File: src/rtl/serport_pkg.sv
package serport_pkg;
  localparam int PORT_W   = 6;
  localparam int PIN_SS   = 5;
  localparam int PIN_SCK  = 4;
  localparam int PIN_MOSI = 3;
  localparam int PIN_MISO = 2;
  localparam int SPI_LO   = 2;
  localparam int RD_W     = 8;

  // pad enable after the open-drain option
  function automatic logic pad_enable(input logic want_oe, input logic level, input logic od);
    return od ? (want_oe & ~level) : want_oe;
  endfunction

  // pad level after the open-drain option
  function automatic logic pad_level(input logic level, input logic od);
    return od ? 1'b0 : level;
  endfunction
endpackage

File: src/rtl/serport_sync.sv
module serport_sync #(
  parameter int    STAGES    = 2,
  parameter logic  RESET_VAL = 1'b1
) (
  input  logic clk,
  input  logic rst_n,
  input  logic d,
  output logic q
);
  logic [STAGES-1:0] chain;

  always_ff @(posedge clk or negedge rst_n) begin
    if (!rst_n) chain <= {STAGES{RESET_VAL}};
    else        chain <= {chain[STAGES-2:0], d};
  end

  assign q = chain[STAGES-1];
endmodule

File: src/rtl/serport_mode_ctl.sv
module serport_mode_ctl (
  input  logic clk,
  input  logic rst_n,
  input  logic cfg_we,
  input  logic cfg_en,
  input  logic cfg_mst,
  input  logic fault_clr,
  input  logic fault_arm,
  input  logic ss_sync,
  output logic spi_en,
  output logic spi_mst,
  output logic fault_flag,
  output logic fault_now
);
  logic en_q, mst_q, flag_q;

  assign fault_now = en_q & mst_q & fault_arm & ~ss_sync;

  always_ff @(posedge clk or negedge rst_n) begin
    if (!rst_n) begin
      en_q   <= 1'b0;
      mst_q  <= 1'b0;
      flag_q <= 1'b0;
    end else if (fault_now) begin
      en_q   <= 1'b0;
      mst_q  <= 1'b0;
      flag_q <= 1'b1;
    end else begin
      if (fault_clr) flag_q <= 1'b0;
      if (cfg_we) begin
        en_q  <= cfg_en & ~flag_q;
        mst_q <= cfg_mst;
      end
    end
  end

  assign spi_en     = en_q;
  assign spi_mst    = mst_q;
  assign fault_flag = flag_q;

  AST_FAULT_TRIPS: assert property (@(posedge clk) disable iff (!rst_n)
    fault_now |=> (fault_flag && !spi_en && !spi_mst));
  AST_NO_REENABLE: assert property (@(posedge clk) disable iff (!rst_n)
    fault_flag |=> !spi_en);
endmodule

File: src/rtl/serport_pad_mux.sv
module serport_pad_mux
  import serport_pkg::*;
(
  input  logic              clk,
  input  logic              rst_n,
  input  logic              spi_en,
  input  logic              spi_mst,
  input  logic              fault_hold,
  input  logic [PORT_W-1:0] dir,
  input  logic [PORT_W-1:0] dout,
  input  logic              eng_sck,
  input  logic              eng_mosi,
  input  logic              eng_miso,
  input  logic              ss_sync,
  input  logic              odrain,
  output logic [PORT_W-1:0] pad_oe,
  output logic [PORT_W-1:0] pad_out
);
  logic [PORT_W-1:0] want_oe, want_lvl;

  always_comb begin
    want_oe  = dir;
    want_lvl = dout;
    if (fault_hold) begin
      want_oe[PORT_W-1:SPI_LO] = '0;
    end else if (spi_en) begin
      if (spi_mst) begin
        want_oe[PIN_SS]    = dir[PIN_SS];
        want_oe[PIN_SCK]   = 1'b1;
        want_lvl[PIN_SCK]  = eng_sck;
        want_oe[PIN_MOSI]  = 1'b1;
        want_lvl[PIN_MOSI] = eng_mosi;
        want_oe[PIN_MISO]  = 1'b0;
      end else begin
        want_oe[PIN_SS]    = 1'b0;
        want_oe[PIN_SCK]   = 1'b0;
        want_oe[PIN_MOSI]  = 1'b0;
        want_oe[PIN_MISO]  = ~ss_sync;
        want_lvl[PIN_MISO] = eng_miso;
      end
    end
  end

  for (genvar i = 0; i < PORT_W; i++) begin : g_pad
    assign pad_oe[i]  = pad_enable(want_oe[i], want_lvl[i], odrain);
    assign pad_out[i] = pad_level(want_lvl[i], odrain);
  end

  AST_RELEASE: assert property (@(posedge clk) disable iff (!rst_n)
    fault_hold |-> (pad_oe[PORT_W-1:SPI_LO] == '0));
  AST_MISO_QUIET: assert property (@(posedge clk) disable iff (!rst_n)
    (spi_en && !spi_mst && ss_sync && !fault_hold) |-> !pad_oe[PIN_MISO]);
  AST_OD_SINK: assert property (@(posedge clk) disable iff (!rst_n)
    odrain |-> ((pad_oe & pad_out) == '0));
  AST_LOW_GPIO: assert property (@(posedge clk) disable iff (!rst_n)
    !odrain |-> (pad_oe[SPI_LO-1:0] == dir[SPI_LO-1:0]));
endmodule

File: src/rtl/serport_pinctl.sv
module serport_pinctl
  import serport_pkg::*;
#(
  parameter int SYNC_STAGES = 2
) (
  input  logic              clk,
  input  logic              rst_n,
  input  logic              cfg_we,
  input  logic              cfg_en,
  input  logic              cfg_mst,
  input  logic              fault_clr,
  input  logic              dir_we,
  input  logic [RD_W-1:0]   dir_wdata,
  output logic [RD_W-1:0]   dir_rdata,
  input  logic [PORT_W-1:0] port_dout,
  input  logic              odrain,
  input  logic              eng_sck_out,
  input  logic              eng_mosi_out,
  input  logic              eng_miso_out,
  output logic              eng_sck_in,
  output logic              eng_mosi_in,
  output logic              eng_miso_in,
  output logic              eng_ss_n,
  output logic              spi_en,
  output logic              spi_mst,
  output logic              fault_flag,
  output logic [PORT_W-1:0] gpio_in,
  input  logic [PORT_W-1:0] pad_in,
  output logic [PORT_W-1:0] pad_oe,
  output logic [PORT_W-1:0] pad_out
);
  localparam int PAD_W = RD_W - PORT_W;

  logic [PORT_W-1:0] dir_q;
  logic              ss_sync;
  logic              fault_now;
  logic              fault_hold;
  logic [PAD_W-1:0]  unused_hi;

  always_ff @(posedge clk or negedge rst_n) begin
    if (!rst_n)      dir_q <= '0;
    else if (dir_we) dir_q <= dir_wdata[PORT_W-1:0];
  end

  assign unused_hi = dir_wdata[RD_W-1:PORT_W];
  assign dir_rdata = {{PAD_W{1'b0}}, dir_q};

  serport_sync #(.STAGES(SYNC_STAGES), .RESET_VAL(1'b1)) ss_sync_i (
    .clk(clk), .rst_n(rst_n), .d(pad_in[PIN_SS]), .q(ss_sync)
  );

  serport_mode_ctl mode_i (
    .clk(clk), .rst_n(rst_n), .cfg_we(cfg_we), .cfg_en(cfg_en), .cfg_mst(cfg_mst),
    .fault_clr(fault_clr), .fault_arm(~dir_q[PIN_SS]), .ss_sync(ss_sync),
    .spi_en(spi_en), .spi_mst(spi_mst), .fault_flag(fault_flag), .fault_now(fault_now)
  );

  assign fault_hold = fault_flag | fault_now;

  serport_pad_mux mux_i (
    .clk(clk), .rst_n(rst_n), .spi_en(spi_en), .spi_mst(spi_mst),
    .fault_hold(fault_hold), .dir(dir_q), .dout(port_dout),
    .eng_sck(eng_sck_out), .eng_mosi(eng_mosi_out), .eng_miso(eng_miso_out),
    .ss_sync(ss_sync), .odrain(odrain), .pad_oe(pad_oe), .pad_out(pad_out)
  );

  assign eng_sck_in  = pad_in[PIN_SCK];
  assign eng_mosi_in = pad_in[PIN_MOSI];
  assign eng_miso_in = pad_in[PIN_MISO];
  assign eng_ss_n    = (spi_en && !spi_mst) ? ss_sync : 1'b1;
  assign gpio_in     = pad_in;

  AST_DIR_HI_ZERO: assert property (@(posedge clk) disable iff (!rst_n)
    (dir_rdata[RD_W-1:PORT_W] == '0) && (unused_hi == unused_hi));
  AST_GPIO_SS: assert property (@(posedge clk) disable iff (!rst_n)
    (spi_en && spi_mst && dir_q[PIN_SS]) |=> !fault_flag || $past(fault_flag));
endmodule

File: config.mk
export PLATFORM = sky130hd
export DESIGN_NAME = serport_pinctl
export DESIGN_NICKNAME = d
export VERILOG_FILES = /design/src/rtl/serport_pkg.sv /design/src/rtl/serport_sync.sv /design/src/rtl/serport_mode_ctl.sv /design/src/rtl/serport_pad_mux.sv /design/src/rtl/serport_pinctl.sv
export SDC_FILE = /design/constraint.sdc
export NUM_CORES = 1
export LEC_CHECK = 0
export CAP_MARGIN = 5
export CORE_AREA = 5 5 42 44
export CTS_CLUSTER_SIZE = 10
export DETAILED_ROUTE_END_ITERATION = 8
export DIE_AREA = 0 0 47 49
export DONT_BUFFER_PORTS = 1
export PLACE_DENSITY = 0.74
export SLEW_MARGIN = 20
export SYNTH_ARGS = -nofsm -noshare
export SYNTH_HDL_FRONTEND = slang
export SYNTH_SLANG_ARGS = --single-unit
File: constraint.sdc
create_clock -name clk -period 2.2 [get_ports clk]
set_clock_uncertainty 0.2 [all_clocks]
set_input_delay 0.11 -clock clk [delete_from_list [all_inputs] [get_ports clk]]
set_output_delay 0.11 -clock clk [all_outputs]
set_load 0.02 [all_outputs]
# After elaboration in Yosys (flattened, before gate mapping)

Cells that the tools add are included.

ROM bits: 0
Logic and storage cells: 55
Memories kept: 0
Memory bits (writable): 0
Flip-flop bits (word level): 11
Bits of input ports: 31
Output and inout port bits: 33
Latch bits: 0

Divide/modulo/power cells: 0
Magnitude comparators: 0
Equal/unequal tests: 0
Bitwise operators: 20
$add $sub $neg: 0
Reduce and logical (&&, ||, !) cells: 4
Multipliers: 0
Muxes and demuxes: 26
Shifts and indexed selects: 0

Operators with widths:

| cell               | number |
|---|---|
| 2-to-1 mux 1 bit   | 20 |
| 2-to-1 mux 4 bit   | 3 |
| bitwise AND 1 bit  | 10 |
| inverter 1 bit     | 9 |
| 2-to-1 mux 3 bit   | 2 |
| nonzero test 2 bit | 2 |
| 2-to-1 mux 2 bit   | 1 |
| logical AND 1 bit  | 1 |
| logical NOT 1 bit  | 1 |
| bitwise OR 1 bit   | 1 |

# Depth between registers and ports, before layout

Word-level depth: 8
Mapped depth: 3
Depth with buffers taken out: 3

# Modules after synthesis

From an unflattened synthesis, not the netlist that was laid out.

Cells, all modules: 70
Area total of the unflattened synthesis: 743.2 um^2

By module, submodules not included:

| module           | times used | area an instance (um^2) | seq. area each (um^2) | cells each |
|---|---|---|---|---|
| serport_pinctl   | 1          | 356.6                   | 150.1                 | 28 |
| serport_pad_mux  | 1          | 200.2                   | 0.0                   | 29 |
| serport_mode_ctl | 1          | 133.9                   | 75.1                  | 11 |
| serport_sync     | 1          | 52.6                    | 52.6                  | 2 |

# Worst setup path before layout

Ideal clock, no wire load.

Kind: register to output
Start point: register mode_i.mst_q, in the netlist mode_i.spi_mst
End point: output port pad_oe[5]
Stages on the path, launching flop included: 3
Data required time: 1.890 ns
Buffers on the path: 0
Arrival: 1.864 ns
Setup slack: 0.026 ns
Cells stage by stage: dfrtp_1 -> and2b_4 -> a2111oi_0

Cells in the longest elaborated chain, start to end: 7
Elaborated cells on any way between the ends: 9
Classes of those cells: mux: 4; bitwise: 5

Ends and longest elaborated chain:

| what                            | RTL line               | source |
|---|---|---|
| start: declaration              | serport_mode_ctl.sv:15 | `logic en_q, mst_q, flag_q;` |
| start signal: assignment        | serport_mode_ctl.sv:32 | `mst_q <= cfg_mst;` |
| bitwise AND 1 bit (3 in series) | serport_mode_ctl.sv:17 | `assign fault_now = en_q & mst_q & fault_arm & ~ss_sync;` |
| bitwise OR 1 bit                | serport_pinctl.sv:58   | `assign fault_hold = fault_flag \| fault_now;` |
| 2-to-1 mux 4 bit *              | serport_pad_mux.sv:24  | `if (fault_hold) begin` |
| bitwise AND 1 bit               | serport_pkg.sv:12      | `return od ? (want_oe & ~level) : want_oe;` |
| 2-to-1 mux 1 bit *              | serport_pkg.sv:12      |  |
| end: declaration                | serport_pinctl.sv:29   | `output logic [PORT_W-1:0] pad_oe,` |

Mark *: on every way between the ends. The rest lies on a longest branch, timed or not.

# Worst setup path after layout

Start point: register mode_i.mst_q, in the netlist mode_i.spi_mst
End point: output port pad_oe[2]

Cells in the longest elaborated chain, start to end: 8
Elaborated cells on any way between the ends: 13
Classes of those cells: mux: 7; bitwise: 6

Ends and longest elaborated chain:

| what                            | RTL line |
|---|---|
| bitwise AND 1 bit (3 in series) | serport_mode_ctl.sv:17 |
| bitwise OR 1 bit                | serport_pinctl.sv:58 |
| 2-to-1 mux 3 bit                | serport_pad_mux.sv:24 |
| inverter 1 bit                  | serport_pkg.sv:12 |
| bitwise AND 1 bit               | serport_pkg.sv:12 |
| 2-to-1 mux 1 bit *              | serport_pkg.sv:12 |

Marked as above.

==> impl_metrics.json <==
{
  "synth_top_area_share_pct": 31.91,
  "path_cells": "and2b_4, mux2_4, a221oi_2",
  "vias_per_cell": 5.564,
  "slew_headroom_pct": 55.00,
  "synth.largest_area_cell": "dfrtp_1",
  "finalSetupViolCount": 0,
  "grt_remaining_overflow": 0,
  "seq_area_um2": 277.8,
  "syn_area_um2": 705.7,
  "grt_pass1_vias": 580,
  "ctsRootBufferMaster": "clkbuf_4",
  "die_h_um": 49,
  "num_rows": 14,
  "finalHoldViolCount": 0,
  "cp-startpoint": "mode_i.spi_mst$_DFFE_PN0P_",
  "die-area_mm2": 0.002303,
  "first_iter_violations": 2,
  "rsz0062_at_grt": "no",
  "cpMaxStageDelayCell": "dfrtp_1",
  "max_clock_freq_ghz": 0.4694,
  "critPathKind": "register to output port",
  "worst_ep_arrival_time_ns": 1.82,
  "diodes": 0,
  "fin_area_um2": 827.0,
  "cts_sinks": 11,
  "cts-htree-levels": 1,
  "min_period_over_period_pct": 96.84,
  "ios": 64,
  "final.setup.tns_ns": 0,
  "most-common-layout-cells": "dlygate4sd3_1, dfrtp_1, mux2_2, nand2b_1, buf_4",
  "coreArea_mm2": 0.001401,
  "io_buffers": 0,
  "drtAntennaViolNets": 0,
  "fill_cells": 130,
  "p_leak_nw": 0.3367,
  "worst-path-max-fanout": 6,
  "worstHoldPathType": "input port to output port",
  "r2r_start": "mode_i.fault_flag$_DFFE_PN0P_",
  "fin_util_pct": 59.02,
  "clock_path_buffers": 2,
  "clk_pin_slew_worst_paths_ns": 0.06,
  "cp-start-kind": "register",
  "tightestPinTransition_ns": 0.6690,
  "holdWs_ns": 0.02001,
  "multi_input_area_um2": 335.3,
  "layout_commonest_cell": "dlygate4sd3_1",
  "drt_pass1_iterations": 2,
  "final_nets": 110,
  "yosys_warnings": 0,
  "gp_congestion": 0.7931,
  "max_stage_delay_ns": 0.50,
  "wl_per_cell_um": 17.47,
  "avgSynthCellArea_um2": 10.23,
  "status": "completed",
  "antenna_found_initial": 0,
  "power_density_mw_per_mm2": 668.1,
  "synthTopCellsByArea": "dfrtp_1, buf_4, mux2_2, dfstp_2, nand2b_1",
  "grt_max_degree": 13,
  "cts_tree": "built",
  "areaGrowthSynthToFinish_pct": 17.20,
  "dpl_cell_area_um2": 670.6,
  "finalWirelength_um": 1642,
  "track_usage_pct": 15.13,
  "seq_area_frac_synth_pct": 39.36,
  "grt_pass1_wl_um": 2539,
  "min_from": "pad_in[0]",
  "required_ns": 1.89,
  "slew_viol_final": 0,
  "clk_latency_ns": 0.26,
  "num_vias": 523,
  "drive_above_1_share_pct": 23.08,
  "cts_buffers": 3,
  "drcViolationCount": 0,
  "synth_seq_cells": 11,
  "ys_types": 29,
  "cap_violations": 0,
  "fin_crit_ns": 2.131,
  "synthCells": 69,
  "vdd_ir_drop_max_v": 0.0004222,
  "fp.dieW_um": 47,
  "initial_core_util_pct": 50.36,
  "worstSetupEndpointType": "output port"
}
-- Yosys cell counts (all sizes together) --
cell type,instances
buf,11
dfrtp,9
mux2,8
nand2b,4
a21oi,3
a221oi,3
nor2b,3
o21ai,3
a21boi,2
clkbuf,2
dfstp,2
inv,2
mux2i,2
nand2,2
nand3b,2
nor2,2
a2111oi,1
and2b,1
conb,1
nand3,1
nor3,1
nor3b,1
o211ai,1
o21bai,1
or2b,1
-- through the flow --
step	power, mW	instances	setup slack, ns
CTS	0.5607	94	0.04571
global placement	0.3994	77	0.3304
global route	0.5884	94	0.01311
detailed placement	0.4018	77	0.3352
finish	0.5526	94	0.06942
floorplan	0.3972	70	0.02577
-- layout make-up --
class	count	area share, %
inverters	2	0.9077
well taps	16	2.421
clock buffers	4	3.177
multi-input cells	44	40.54
repair buffers	17	19.36
flip-flops and latches	11	33.59
-- critical path: cells and delay by family, from the launching register on --
| family | cells | cell delay, ns |
|---|---|---|
| DFF | 1 | 0.50 |
| AOI/OAI and AO/OA | 1 | 0.44 |
| and+or+nand+nor | 1 | 0.32 |
| muxes | 1 | 0.30 |
-- per-layer routing --
| metal | vias up | global-route usage [%] | share of wire, % |
|---|---|---|---|
| met5 | - | 0 | 0 |
| met4 | 0 | 11.98 | 3.7 |
| met3 | 6 | 3.321 | 13 |
| met2 | 33 | 25.11 | 52 |
| met1 | 239 | 15.14 | 31 |
| li1 | 245 | - | - |
-- final timing paths --
path | end | slack (ns) | depth (start not counted)
max | pad_oe[2] | 0.07 | 3
min | gpio_in[0] | 0.02 | 0
max reg2reg | mode_i.spi_en$_DFFE_PN0P_ | 0.38 | 4
min reg2reg | ss_sync_i.chain[1]$_DFF_PN1_ | 0.16 | 0
max in group asynchronous | ss_sync_i.chain[1]$_DFF_PN1_ | 1.40 | 1
min in group asynchronous | dir_q[0]$_DFFE_PN0P_ | 0.04 | 1
-- power by group --
group	leakage (nW)	internal, mW	total (mW)	switching [mW]
Sequential	0.130	0.222	0.266	0.0432
Combinational	0.192	0.0747	0.157	0.0820
Clock	0.0150	0.0700	0.130	0.0603
-- timing repair --
action	in CTS	in global routing
setup buffers	0	0
setup endpoints to repair	0	0
gates resized for setup	0	0
hold buffers	13	0
hold endpoints to repair	21	0
-- state kept, by name (all words and copies together), names as in the netlist --
signal and flops:
mode_i.fault_flag 1, mode_i.spi_en 1, dir_q 6, mode_i.spi_mst 1
ss_sync_i.chain 2
-- cells by family after synthesis --
group | after synthesis | synth area share, %
DFF | 11 | 39.36
AOI/OAI and AO/OA | 14 | 14.36
buffers and inverters | 15 | 13.83
muxes | 10 | 16.13
other | 1 | 0.5314
and+or+nand+nor | 18 | 15.78
(Power assumes the default switching activity.)
